<file path="src/rtl/pcs100_pkg.sv">
package pcs100_pkg;
  localparam int NIB_W  = 4;
  localparam int CODE_W = 5;

  localparam logic [CODE_W-1:0] CG_IDLE  = 5'b11111;
  localparam logic [CODE_W-1:0] CG_SOS1  = 5'b11000;
  localparam logic [CODE_W-1:0] CG_SOS2  = 5'b10001;
  localparam logic [CODE_W-1:0] CG_EOS1  = 5'b01101;
  localparam logic [CODE_W-1:0] CG_EOS2  = 5'b00111;
  localparam logic [CODE_W-1:0] CG_ERROR = 5'b00100;

  typedef enum logic [1:0] {
    FR_IDLE,
    FR_SOS2,
    FR_DATA,
    FR_EOS2
  } frame_st_t;

  typedef enum logic [2:0] {
    PICK_IDLE,
    PICK_SOS1,
    PICK_SOS2,
    PICK_DATA,
    PICK_ERROR,
    PICK_EOS1,
    PICK_EOS2,
    PICK_RAW
  } pick_t;
endpackage

</file>
<file path="src/rtl/pcs100_nibble_map.sv">
module pcs100_nibble_map
  import pcs100_pkg::*;
(
  input  logic [NIB_W-1:0]  nib,
  output logic [CODE_W-1:0] code
);
  always_comb begin
    unique case (nib)
      4'h0: code = 5'b11110;
      4'h1: code = 5'b01001;
      4'h2: code = 5'b10100;
      4'h3: code = 5'b10101;
      4'h4: code = 5'b01010;
      4'h5: code = 5'b01011;
      4'h6: code = 5'b01110;
      4'h7: code = 5'b01111;
      4'h8: code = 5'b10010;
      4'h9: code = 5'b10011;
      4'hA: code = 5'b10110;
      4'hB: code = 5'b10111;
      4'hC: code = 5'b11010;
      4'hD: code = 5'b11011;
      4'hE: code = 5'b11100;
      default: code = 5'b11101;
    endcase
  end
endmodule

</file>
<file path="src/rtl/pcs100_frame_fsm.sv">
module pcs100_frame_fsm
  import pcs100_pkg::*;
(
  input  logic      clk,
  input  logic      rst_n,
  input  logic      tx_en,
  input  logic      tx_er,
  input  logic      bypass,
  output frame_st_t state,
  output pick_t     pick,
  output logic      ready
);
  frame_st_t nxt;

  always_comb begin
    nxt  = state;
    pick = PICK_IDLE;
    if (bypass) begin
      pick = PICK_RAW;
      nxt  = FR_IDLE;
    end else begin
      unique case (state)
        FR_IDLE: begin
          if (tx_en) begin
            pick = PICK_SOS1;
            nxt  = FR_SOS2;
          end
        end
        FR_SOS2: begin
          pick = PICK_SOS2;
          nxt  = FR_DATA;
        end
        FR_DATA: begin
          if (tx_en) begin
            pick = tx_er ? PICK_ERROR : PICK_DATA;
          end else begin
            pick = PICK_EOS1;
            nxt  = FR_EOS2;
          end
        end
        default: begin
          pick = PICK_EOS2;
          nxt  = FR_IDLE;
        end
      endcase
    end
  end

  assign ready = bypass || (state != FR_EOS2);

  always_ff @(posedge clk or negedge rst_n) begin
    if (!rst_n) state <= FR_IDLE;
    else        state <= nxt;
  end
endmodule

</file>
<file path="src/rtl/pcs100_code_reg.sv">
module pcs100_code_reg
  import pcs100_pkg::*;
(
  input  logic              clk,
  input  logic              rst_n,
  input  pick_t             pick,
  input  logic [CODE_W-1:0] data_code,
  input  logic [CODE_W-1:0] raw_word,
  output logic [CODE_W-1:0] code_q
);
  logic [CODE_W-1:0] code_d;

  always_comb begin
    unique case (pick)
      PICK_SOS1:  code_d = CG_SOS1;
      PICK_SOS2:  code_d = CG_SOS2;
      PICK_DATA:  code_d = data_code;
      PICK_ERROR: code_d = CG_ERROR;
      PICK_EOS1:  code_d = CG_EOS1;
      PICK_EOS2:  code_d = CG_EOS2;
      PICK_RAW:   code_d = raw_word;
      default:    code_d = CG_IDLE;
    endcase
  end

  always_ff @(posedge clk or negedge rst_n) begin
    if (!rst_n) code_q <= CG_IDLE;
    else        code_q <= code_d;
  end
endmodule

</file>
<file path="src/rtl/pcs100_tx_encoder.sv">
module pcs100_tx_encoder
  import pcs100_pkg::*;
(
  input  logic              clk,
  input  logic              rst_n,
  input  logic              tx_en,
  input  logic              tx_er,
  input  logic [NIB_W-1:0]  txd,
  input  logic              bypass,
  output logic              tx_ready,
  output logic [CODE_W-1:0] code_out
);
  frame_st_t         st;
  pick_t             pick;
  logic [CODE_W-1:0] mapped;
  logic [CODE_W-1:0] raw_word;

  assign raw_word = {tx_er, txd};

  pcs100_nibble_map u_map (
    .nib  (txd),
    .code (mapped)
  );

  pcs100_frame_fsm u_fsm (
    .clk    (clk),
    .rst_n  (rst_n),
    .tx_en  (tx_en),
    .tx_er  (tx_er),
    .bypass (bypass),
    .state  (st),
    .pick   (pick),
    .ready  (tx_ready)
  );

  pcs100_code_reg u_out (
    .clk       (clk),
    .rst_n     (rst_n),
    .pick      (pick),
    .data_code (mapped),
    .raw_word  (raw_word),
    .code_q    (code_out)
  );

  // idle fills the gap
  a_r2_idle_fill: assert property (@(posedge clk) disable iff (!rst_n)
    (!bypass && st == FR_IDLE && !tx_en) |=> code_out == CG_IDLE);

  // start symbol pair
  a_r3_sos_first: assert property (@(posedge clk) disable iff (!rst_n)
    (!bypass && st == FR_IDLE && tx_en) |=> code_out == CG_SOS1);
  a_r3_sos_second: assert property (@(posedge clk) disable iff (!rst_n)
    (!bypass && st == FR_SOS2) |=> code_out == CG_SOS2);

  // error substitution in data phase
  a_r5_err_sub: assert property (@(posedge clk) disable iff (!rst_n)
    (!bypass && st == FR_DATA && tx_en && tx_er) |=> code_out == CG_ERROR);

  // end delimiter
  a_r6_eos_first: assert property (@(posedge clk) disable iff (!rst_n)
    (!bypass && st == FR_DATA && !tx_en) |=> code_out == CG_EOS1);

  // stall only while the second end symbol is chosen
  a_r7_stall_on_eos2: assert property (@(posedge clk) disable iff (!rst_n)
    (!tx_ready) |=> code_out == CG_EOS2);

  // bypass is transparent
  a_r8_raw_pass: assert property (@(posedge clk) disable iff (!rst_n)
    bypass |=> code_out == $past({tx_er, txd}));

  // no stall in bypass
  a_r9_ready_bypass: assert property (@(posedge clk) disable iff (!rst_n)
    bypass |-> tx_ready);
endmodule

</file>
<file path="config.mk">
export PLATFORM = sky130hd
export DESIGN_NAME = pcs100_tx_encoder
export DESIGN_NICKNAME = d
export VERILOG_FILES = /design/src/rtl/pcs100_pkg.sv /design/src/rtl/pcs100_nibble_map.sv /design/src/rtl/pcs100_frame_fsm.sv /design/src/rtl/pcs100_code_reg.sv /design/src/rtl/pcs100_tx_encoder.sv
export SDC_FILE = /design/constraint.sdc
export NUM_CORES = 1
export LEC_CHECK = 0
export ABC_AREA = 1
export ABC_CLOCK_PERIOD_IN_PS = 2800
export BUFFER_PORTS_ARGS = -buffer_cell sky130_fd_sc_hd__buf_4
export CAP_MARGIN = 10
export CORE_AREA = 4 4 41 43
export DETAILED_ROUTE_END_ITERATION = 8
export DIE_AREA = 0 0 45 47
export PLACE_DENSITY_LB_ADDON = 0.25
export SYNTH_ARGS = -nofsm -noshare
export SYNTH_HDL_FRONTEND = slang
export SYNTH_SLANG_ARGS = --single-unit
</file>
<file path="constraint.sdc">
create_clock -name clk -period 2.8 [get_ports clk]
set_input_delay 0.42 -clock clk [delete_from_list [all_inputs] [get_ports clk]]
set_output_delay 0.42 -clock clk [all_outputs]
set_load 0.01 [all_outputs]
</file>
==> flow_summary.yaml, run 1 <==
finish:
  antenna_cells: 0
  nNetsFinal: 116
  fin_cells: 116
  drive_gt1_frac: 0.2871
  fin_area_sq_um: 738.2
  area_delta_synth_final_pct: 25.27
cts:
  clk_latency_ps: 240
  numCtsBuffers: 3
  cts_tree: "built"
  cts-root-buf: "clkbuf_4"
  cts.clk_slew.worst_paths_ps: 50
  htreeDepth: 1
  post_cts_buffers: 0
  clock_sinks: 7
  clock_path_buffers: 2
floorplan:
  die_y_um: 47
  die_x_um: 45
  die_area_sq_mm: 0.002115
  initial_core_util: 0.4529
  coreArea_sq_mm: 0.001301
  io_pins: 15
  rows: 13
sta:
  slew_violations: 0
  setup_violations: 0
  tightest_slew_ps: 249.2
  relSlewSlack: 0.8339
  period_share: 0.5345
  fin_hold_ws_ps: 465.2
  clock_skew_ps: 2.920
  max_freq_ghz: 0.6682
  finalCriticalPeriod_ps: 1497
  grt_setup_unrepaired: "no"
  tns_ps: 0
  final_hold_viol_count: 0
logic_synthesis:
  yosysSeqAreaShare: 0.3079
  synth_area_leaders: "dfstp_2 (22%), nand2_1 (11%), ha_1 (11%), nand3_1 (9.3%), inv_1 (8.9%)"
  synth_top_area_share: 0.2229
  synth_commonest_cells: "nand2_1 (17), inv_1 (14), nand3_1 (11)"
  synth_cell_type_count: 16
  avgSynthCellArea_sq_um: 7.100
  yosysWarnings: 0
  synth.cell_area_sq_um: 589.3
  syn_nets: 97
  synthArstFlopShare: 1.000
  synth-edff-count: 0
  synth-main-ff-cell: "dfstp_2"
  synth_top_area_cell: "dfstp_2"
  synth_most_common_cell: "nand2_1"
  synthesis.instances: 83
  synth-seq-cells: 7
placement:
  place_area_sq_um: 701.9
  gp_congestion: 0.8297
  place_inst: 111
  post-dp-hpwl_um: 933.1
  io_buffers: 14
run_status:
  status: "finished clean"
critical_path:
  cpMostUsedCell: "nand3_1"
  ff2ff_setup_slack_ps: 1300
  startpoint_type: "register"
  reg2reg_depth: 8
  cp.arrival_ps: 1660
  cp.required_ps: 2960
  end_kind: "register"
  r2r_start: "u_fsm.state[0]$_DFFE_PN0P_"
  critPathKind: "reg -> reg"
  crit_chain: "inv_1 -> ha_1 -> nand3_1 -> nand3_2 -> nand3_1 -> nor2_1 -> nor2_1 -> nand3_1"
  cp_max_fo: 8
  slowest_delay_ps: 390
  cpMaxStageDelayCell: "dfrtp_1"
  reg2reg_to: "u_out.code_q[4]$_DFF_PN1_"
global_route:
  grt_overflow: 0
  grt_max_degree: 12
  antenna_found_initial: 0
  grt_pass1_vias: 499
  track_usage: 0.1196
  grt_pass1_wl_um: 1863
power:
  switching_share: 0.4072
  leakage_nw: 0.3874
  seq_power_share: 0.322
  clkPwrFrac: 0.141
  p_switching_w: 0.0002497
  powerDensity_mw_per_mm2: 830.8
  p_int_w: 0.0003636
  power_w: 0.0006133
  p_comb_frac: 0.537
  ir_worst_vdd_uv: 336.2
worst_hold_path:
  hold_class: "in -> reg"
  holdPathEnd: "u_out.code_q[1]$_DFF_PN1_"
  hold_depth: 3
  min_from: "txd[1]"
detailed_routing:
  drt-initial-drc-count: 8
  wl_per_cell_um: 9.922
  drc_errors: 0
  post_drt_via_cell_ratio: 4.974
  wl_um: 1151
  via_count: 577
  postRouteAntennaNets: 0
  first_pass_iters: 4
run:
  drv_cap: 0
## power by group through the flow
stage	Combinational (W)	Sequential, W	Clock [W]
after floorplan	0.000207	0.000217	0
after global placement	0.000322	0.000197	0
after CTS	0.000330	0.000199	0.0000893
after global routing	0.000370	0.000205	0.0000923
final	0.000330	0.000197	0.0000864
after detailed placement	0.000328	0.000199	0
## worst max-delay path: cells and delay by family (launching register included)
family	cells	cell delay (ps)
DFF	1	390
adders and majority gates	1	260
and+or+nand+nor	6	690
buffers and inverters	1	90
## stage by stage
| step | util | setup WS, ps |
|---|---|---|
| final | 0.5673 | 1303 |
| after global routing | 0.5673 | 1161 |
| after CTS | 0.5673 | 1310 |
| after detailed placement | 0.5394 | 1314 |
| after global placement | 0.5394 | 1351 |
| after floorplan | - | 1486 |
## worst max-delay path by stage
stage / end / cells past startpoint / start
final: u_out.code_q[4]$_DFF_PN1_ / 8 / u_fsm.state[0]$_DFFE_PN0P_
after global routing: u_out.code_q[4]$_DFF_PN1_ / 8 / u_fsm.state[0]$_DFFE_PN0P_
after CTS: u_out.code_q[4]$_DFF_PN1_ / 8 / u_fsm.state[0]$_DFFE_PN0P_
after detailed placement: u_out.code_q[4]$_DFF_PN1_ / 8 / u_fsm.state[0]$_DFFE_PN0P_
after global placement: u_out.code_q[1]$_DFF_PN1_ / 7 / u_fsm.state[1]$_DFFE_PN0P_
after floorplan: u_out.code_q[1]$_DFF_PN1_ / 8 / u_fsm.state[0]$_DFFE_PN0P_
## per-layer routing
metal	vias to the layer above	wire, um	global-route usage
met5	-	0	0
met1	257	554	0.1449
met3	0	57	0.01149
li1	308	-	-
met2	12	538	0.2062
met4	0	0	0.07018
## sequential cells by signal (all words and copies together) (netlist names)
register,cells
u_fsm.state,2
u_out.code_q,5
## cells in the final DEF, fill, tap and decap left out
cell type	Yosys	layout
dfstp_2	5	5
dlygate4sd3_1	0	1
a21oi_1	2	2
nand3_2	2	2
nor2_4	1	1
dfrtp_1	2	2
ha_1	5	5
o211ai_1	2	2
nand4_1	5	5
o21ai_0	6	6
clkbuf_4	0	3
inv_2	1	1
buf_4	0	14
clkbuf_1	0	1
nand2_1	17	17
nand2_2	3	3
nand3_1	11	11
inv_1	14	14
nor2_1	6	6
## area by class of cell
type / count / area, sq um
fillers: 131 / 563.0
multi-input cells: 60 / 340.3
flip-flops and latches: 7 / 181.4
repair buffers: 15 / 115.1
inverters: 15 / 56.30
clock buffers: 4 / 26.28
well taps: 15 / 18.77
## cells by family after synthesis
group | Yosys count | synth area share
buf+inv | 16 | 0.1146
simple gates | 45 | 0.3779
compound gates | 10 | 0.09341
fa+ha+maj | 5 | 0.1062
flops | 7 | 0.3079
## repair_timing
item,4_1_cts,5_1_grt
hold buffers,1,0
endpoints found under the hold margin,2,0
gates resized for setup,0,0
Note: power is estimated with default switching activity, not from simulation.
==> run 2: changes to the inputs <==
ABC_CLOCK_PERIOD_IN_PS = 1400   (was 2800)
clock period = 1.4 ns   (was 2.8 ns; I/O delays follow)
==> run 2 against run 1 <==
Clock skew down 1.9 ps. First-iteration DRC count increased by 50%. Final cell count grew 5.2%. Core utilization increased by 11 points. Critical endpoint is now u_out.code_q[1]$_DFF_PN1_.
==> flow_summary.yaml, run 2 (synthesis results as in run 1) <==
global_route:
  grt_pass1_wl_um: 2194
  grtUsageMet3: 0.01533
  track_usage: 0.1390
  busiest_layer: "met2"
  grt_max_degree: 12
  grt_overflow: 0
  antenna_found_initial: 0
  grt_pass1_vias: 571
  gr-usage-met2: 0.2203
  grt_util_met1: 0.1732
power:
  powerDensity_mw_per_mm2: 1765
  ir_worst_vdd_uv: 864.9
  leakage_nw: 0.4293
finish:
  antenna_cells: 0
  area_delta_synth_final_pct: 48.62
  registers.top_by_ff_count: "u_out.code_q"
  nNetsFinal: 122
  top_regs: "u_out.code_q (5), u_fsm.state (2)"
  mostFrequentLayoutCells: "buf_4 (18), nand2_1 (17), inv_1 (9), nand3_1 (9)"
  fin_area_sq_um: 875.8
  fin_cells: 122
  largest_register_ffs: 5
  final.fill_count: 107
  drive_gt1_frac: 0.4579
  layout.cells.most_common: "buf_4"
sta:
  grt_setup_unrepaired: "yes"
  final_hold_viol_count: 0
  setup_violations: 0
  max_freq_ghz: 0.7224
  period_share: 0.9887
  finalCriticalPeriod_ps: 1384
  relSlewSlack: 0.8375
  fin_hold_ws_ps: 250.0
  clock_skew_ps: 0.9836
  slew_violations: 0
  tightest_slew_ps: 243.7
detailed_routing:
  post_drt_via_cell_ratio: 4.943
  wl_per_cell_um: 10.85
  wl_um: 1324
  via_count: 603
  drc_errors: 0
  postRouteAntennaNets: 0
  drt-initial-drc-count: 12
  first_pass_iters: 4
critical_path:
  cp_max_fo: 7
  cp.required_ps: 1560
  critPathKind: "reg -> reg"
  cp.arrival_ps: 1550
  startpoint_type: "register"
  end_kind: "register"
placement:
  io_buffers: 14
  place_inst: 114
  place_area_sq_um: 737.0
  gp_congestion: 0.8243
  post-dp-hpwl_um: 993.2
floorplan:
  coreArea_sq_mm: 0.001301
  rows: 13
  die_y_um: 47
  initial_core_util: 0.4529
  io_pins: 15
  die_area_sq_mm: 0.002115
  die_x_um: 45
cts:
  cts-root-buf: "clkbuf_4"
  clock_path_buffers: 2
  cts.clk_slew.worst_paths_ps: 50
  clock_sinks: 7
  htreeDepth: 1
  numCtsBuffers: 3
  clk_latency_ps: 240
  cts_tree: "built"
run:
  drv_cap: 0
worst_hold_path:
  hold_class: "in -> reg"
run_status:
  status: "finished clean"
run 2: what timing repair did:
item                                   CTS  global route
endpoints found under the hold margin    7             0
resized for setup                        3            19
setup buffers                            2             1
setup endpoints to repair                5             6
pin swaps                                0            11
hold buffers                             1             0
run 2: stage by stage:
| stage | power [W] | TNS, ps | utilization | setup WS, ps |
|---|---|---|---|---|
| after CTS | 0.001357 | -10.25 | 0.6096 | -10.25 |
| final | 0.001546 | 0 | 0.6731 | 15.79 |
| after global routing | 0.001683 | -396.9 | 0.6731 | -121.7 |
| after floorplan | 0.0008487 | 0 | - | 86.16 |
| after global placement | 0.001118 | 0 | 0.5663 | 3.152 |
| after detailed placement | 0.001131 | -178.6 | 0.5663 | -52.77 |
run 2: final cells by class:
class | count | area (sq um) | area share
tap | 15 | 18.77 | 0.02143
multi-input combinational | 60 | 415.4 | 0.4743
clock buffer | 4 | 26.28 | 0.03000
sequential | 7 | 182.7 | 0.2086
timing repair buffer | 21 | 176.4 | 0.2014
inverter | 15 | 56.30 | 0.06429
run 2: power breakdown:
part	leakage [nW]	internal, W	switching (W)
Clock	0.0150	0.000108	0.0000677
Sequential	0.0772	0.000349	0.0000557
Combinational	0.337	0.000460	0.000505
Total	0.429	0.000918	0.000629
run 2: path summary, 6_finish.rpt:
kind / start / end / slack (ps) / cells past startpoint
min in group asynchronous: rst_n / u_fsm.state[0]$_DFFE_PN0P_ / 310 / 2
setup / recovery: u_fsm.state[1]$_DFFE_PN0P_ / u_out.code_q[1]$_DFF_PN1_ / 20 / 6
setup reg to reg: u_fsm.state[1]$_DFFE_PN0P_ / u_out.code_q[1]$_DFF_PN1_ / 20 / 6
max in group asynchronous: rst_n / u_out.code_q[4]$_DFF_PN1_ / 880 / 2
hold reg to reg: u_fsm.state[1]$_DFFE_PN0P_ / u_fsm.state[1]$_DFFE_PN0P_ / 590 / 2
hold / removal: tx_er / u_out.code_q[4]$_DFF_PN1_ / 250 / 3
run 2: worst max-delay path, cell delays in order (launching register included):
cell	delay, ps
dfrtp_2	450
ha_2	210
nor2_4	180
nand3_4	120
buf_12	150
nand4_1	80
nand3_1	90
run 2: metal layers:
| metal | wire length [um] | share of wire |
|---|---|---|
| met1 | 588 | 0.44 |
| met2 | 662 | 0.50 |
| met3 | 73 | 0.055 |
| met4 | 0 | 0 |
| met5 | 0 | 0 |
==> run 3: changes to the inputs <==
ABC_CLOCK_PERIOD_IN_PS = 1100   (was 1400)
CORE_AREA = not set   (was 4 4 41 43)
CORE_MARGIN = 4   (was not set)
CORE_UTILIZATION = 45   (was not set)
DIE_AREA = not set   (was 0 0 45 47)
clock period = 1.1 ns   (was 1.4 ns; I/O delays follow)
==> run 3 against run 2 <==
The run now ends with setup timing left. Core utilization is 6.5 points higher. Power is 27% higher. Global-route usage is 2.8 points higher. Critical path depth is 4 higher. Hold slack worse by 32 ps. Non-clock buffer count is 1 lower. Critical endpoint unchanged. Largest cell class unchanged. Highest routed layer is now met4.
==> flow_summary.yaml, run 3 (synthesis results as in run 1) <==
critical_path:
  critPathKind: "reg -> reg"
  cp.arrival_ps: 1570
  cp.required_ps: 1260
  crit_chain: "inv_2 -> ha_4 -> nand2_2 -> nand2_2 -> nand2_4 -> buf_6 -> nand3_4 -> nor2_1 -> nor2_1 -> nand3_1"
  end_kind: "register"
  crit_buf_inv: 2
  cpLargestDelayFamily: "simple AND/OR/NAND/NOR gates"
  cp_max_fo: 5
  slowest_delay_ps: 430
  startpoint_type: "register"
  cpMaxStageDelayCell: "dfrtp_1"
detailed_routing:
  wl_per_cell_um: 11.91
  first_pass_iters: 4
  drc_errors: 0
  via_count: 646
  postRouteAntennaNets: 0
  post_drt_via_cell_ratio: 5.383
  wl_um: 1429
  drt-initial-drc-count: 17
sta:
  fin_hold_ws_ps: 218.5
  tns_ps: -1952
  fin_ws_ps: -310.2
  period_share: 1.282
  clock_skew_ps: 6.615
  grt_setup_unrepaired: "yes"
  final_hold_viol_count: 0
  slew_violations: 0
  relSlewSlack: 0.8793
  max_freq_ghz: 0.7091
  finalCriticalPeriod_ps: 1410
  tightest_slew_ps: 180.4
  setup_violations: 8
floorplan:
  die_y_um: 44.19
  die_x_um: 44.19
  rows: 12
  io_pins: 15
  initial_core_util: 0.5032
  coreArea_sq_mm: 0.001171
  die_area_sq_mm: 0.001953
cts:
  numCtsBuffers: 3
  cts.clk_slew.worst_paths_ps: 50
  cts-root-buf: "clkbuf_4"
  clk_latency_ps: 250
  clock_path_buffers: 2
  clock_sinks: 7
  htreeDepth: 1
  cts_tree: "built"
global_route:
  grt_pass1_vias: 621
  grt_max_degree: 12
  grt_overflow: 0
  track_usage: 0.1669
  grt_pass1_wl_um: 2477
  antenna_found_initial: 0
finish:
  nNetsFinal: 121
  area_delta_synth_final_pct: 46.71
  top_regs: "u_out.code_q (5), u_fsm.state (2)"
  fin_cells: 120
  drive_gt1_frac: 0.4528
  mostFrequentLayoutCells: "buf_4 (18), nand2_1 (15), inv_1 (11)"
  registers.top_by_ff_count: "u_out.code_q"
  antenna_cells: 0
  largest_register_ffs: 5
  layout.cells.most_common: "buf_4"
  final.fill_count: 96
  fin_area_sq_um: 864.6
run_status:
  status: "finished, violations left"
  failed_checks: "setup timing"
placement:
  gp_congestion: 0.7794
  post-dp-hpwl_um: 1043
  place_area_sq_um: 749.5
  post-place-ws_ps: -321.2
  place_inst: 114
  io_buffers: 14
run:
  drv_cap: 0
power:
  ir_worst_vdd_uv: 1249
  powerDensity_mw_per_mm2: 2268
  leakage_nw: 0.4214
worst_hold_path:
  hold_class: "in -> reg"
[run 3: final timing paths]
path / start / end / slack, ps / cells past startpoint
worst max-delay path: u_fsm.state[0]$_DFFE_PN0P_ / u_out.code_q[1]$_DFF_PN1_ / -310 / 10
worst min-delay path: tx_er / u_out.code_q[4]$_DFF_PN1_ / 220 / 3
worst max register to register: u_fsm.state[0]$_DFFE_PN0P_ / u_out.code_q[1]$_DFF_PN1_ / -310 / 10
worst min register to register: u_fsm.state[0]$_DFFE_PN0P_ / u_fsm.state[0]$_DFFE_PN0P_ / 670 / 2
max in group asynchronous: rst_n / u_out.code_q[2]$_DFF_PN1_ / 630 / 2
min in group asynchronous: rst_n / u_fsm.state[0]$_DFFE_PN0P_ / 260 / 2
[run 3: per-stage QoR]
| stage | utilization | power (W) |
|---|---|---|
| 3_5_place_dp | 0.6400 | 0.001497 |
| 6_report | 0.7382 | 0.001960 |
| 2_1_floorplan | - | 0.001123 |
| 5_1_grt | 0.7382 | 0.002134 |
| 3_3_place_gp | 0.6400 | 0.001469 |
| 4_1_cts | 0.7115 | 0.001852 |
[run 3: tightest hold or removal path: stages]
cell	delay (ps)
buf_4	120
nand4_1	90
nand3_1	80
[run 3: per-layer routing]
metal / GRT usage / routed length, um
met3: 0.05285 / 111
met2: 0.2558 / 651
met1: 0.2015 / 633
met5: 0 / 0
met4: 0.1024 / 32
[run 3: final cells by class]
type,instances,area (sq um),share of cell area
Clock buffer,4,26.28,0.03039
Inverter,15,56.30,0.06512
Multi-Input combinational cell,60,426.7,0.4935
Sequential cell,7,181.4,0.2098
Tap cell,14,17.52,0.02026
Timing Repair Buffer,20,156.4,0.1809
[run 3: what timing repair did]
| item | CTS | global route |
|---|---|---|
| hold buffers | 1 | 0 |
| gates resized for setup | 7 | 9 |
| setup endpoints to repair | 8 | 8 |
| hold endpoints to repair | 7 | 0 |
| pin swaps | 3 | 10 |
| buffers inserted | 1 | 0 |
[run 3: power breakdown]
part | leakage, nW | internal, W | switching, W
logic | 0.328 | 0.000555 | 0.000677
clock network | 0.0150 | 0.000138 | 0.0000877
registers | 0.0786 | 0.000441 | 0.0000622
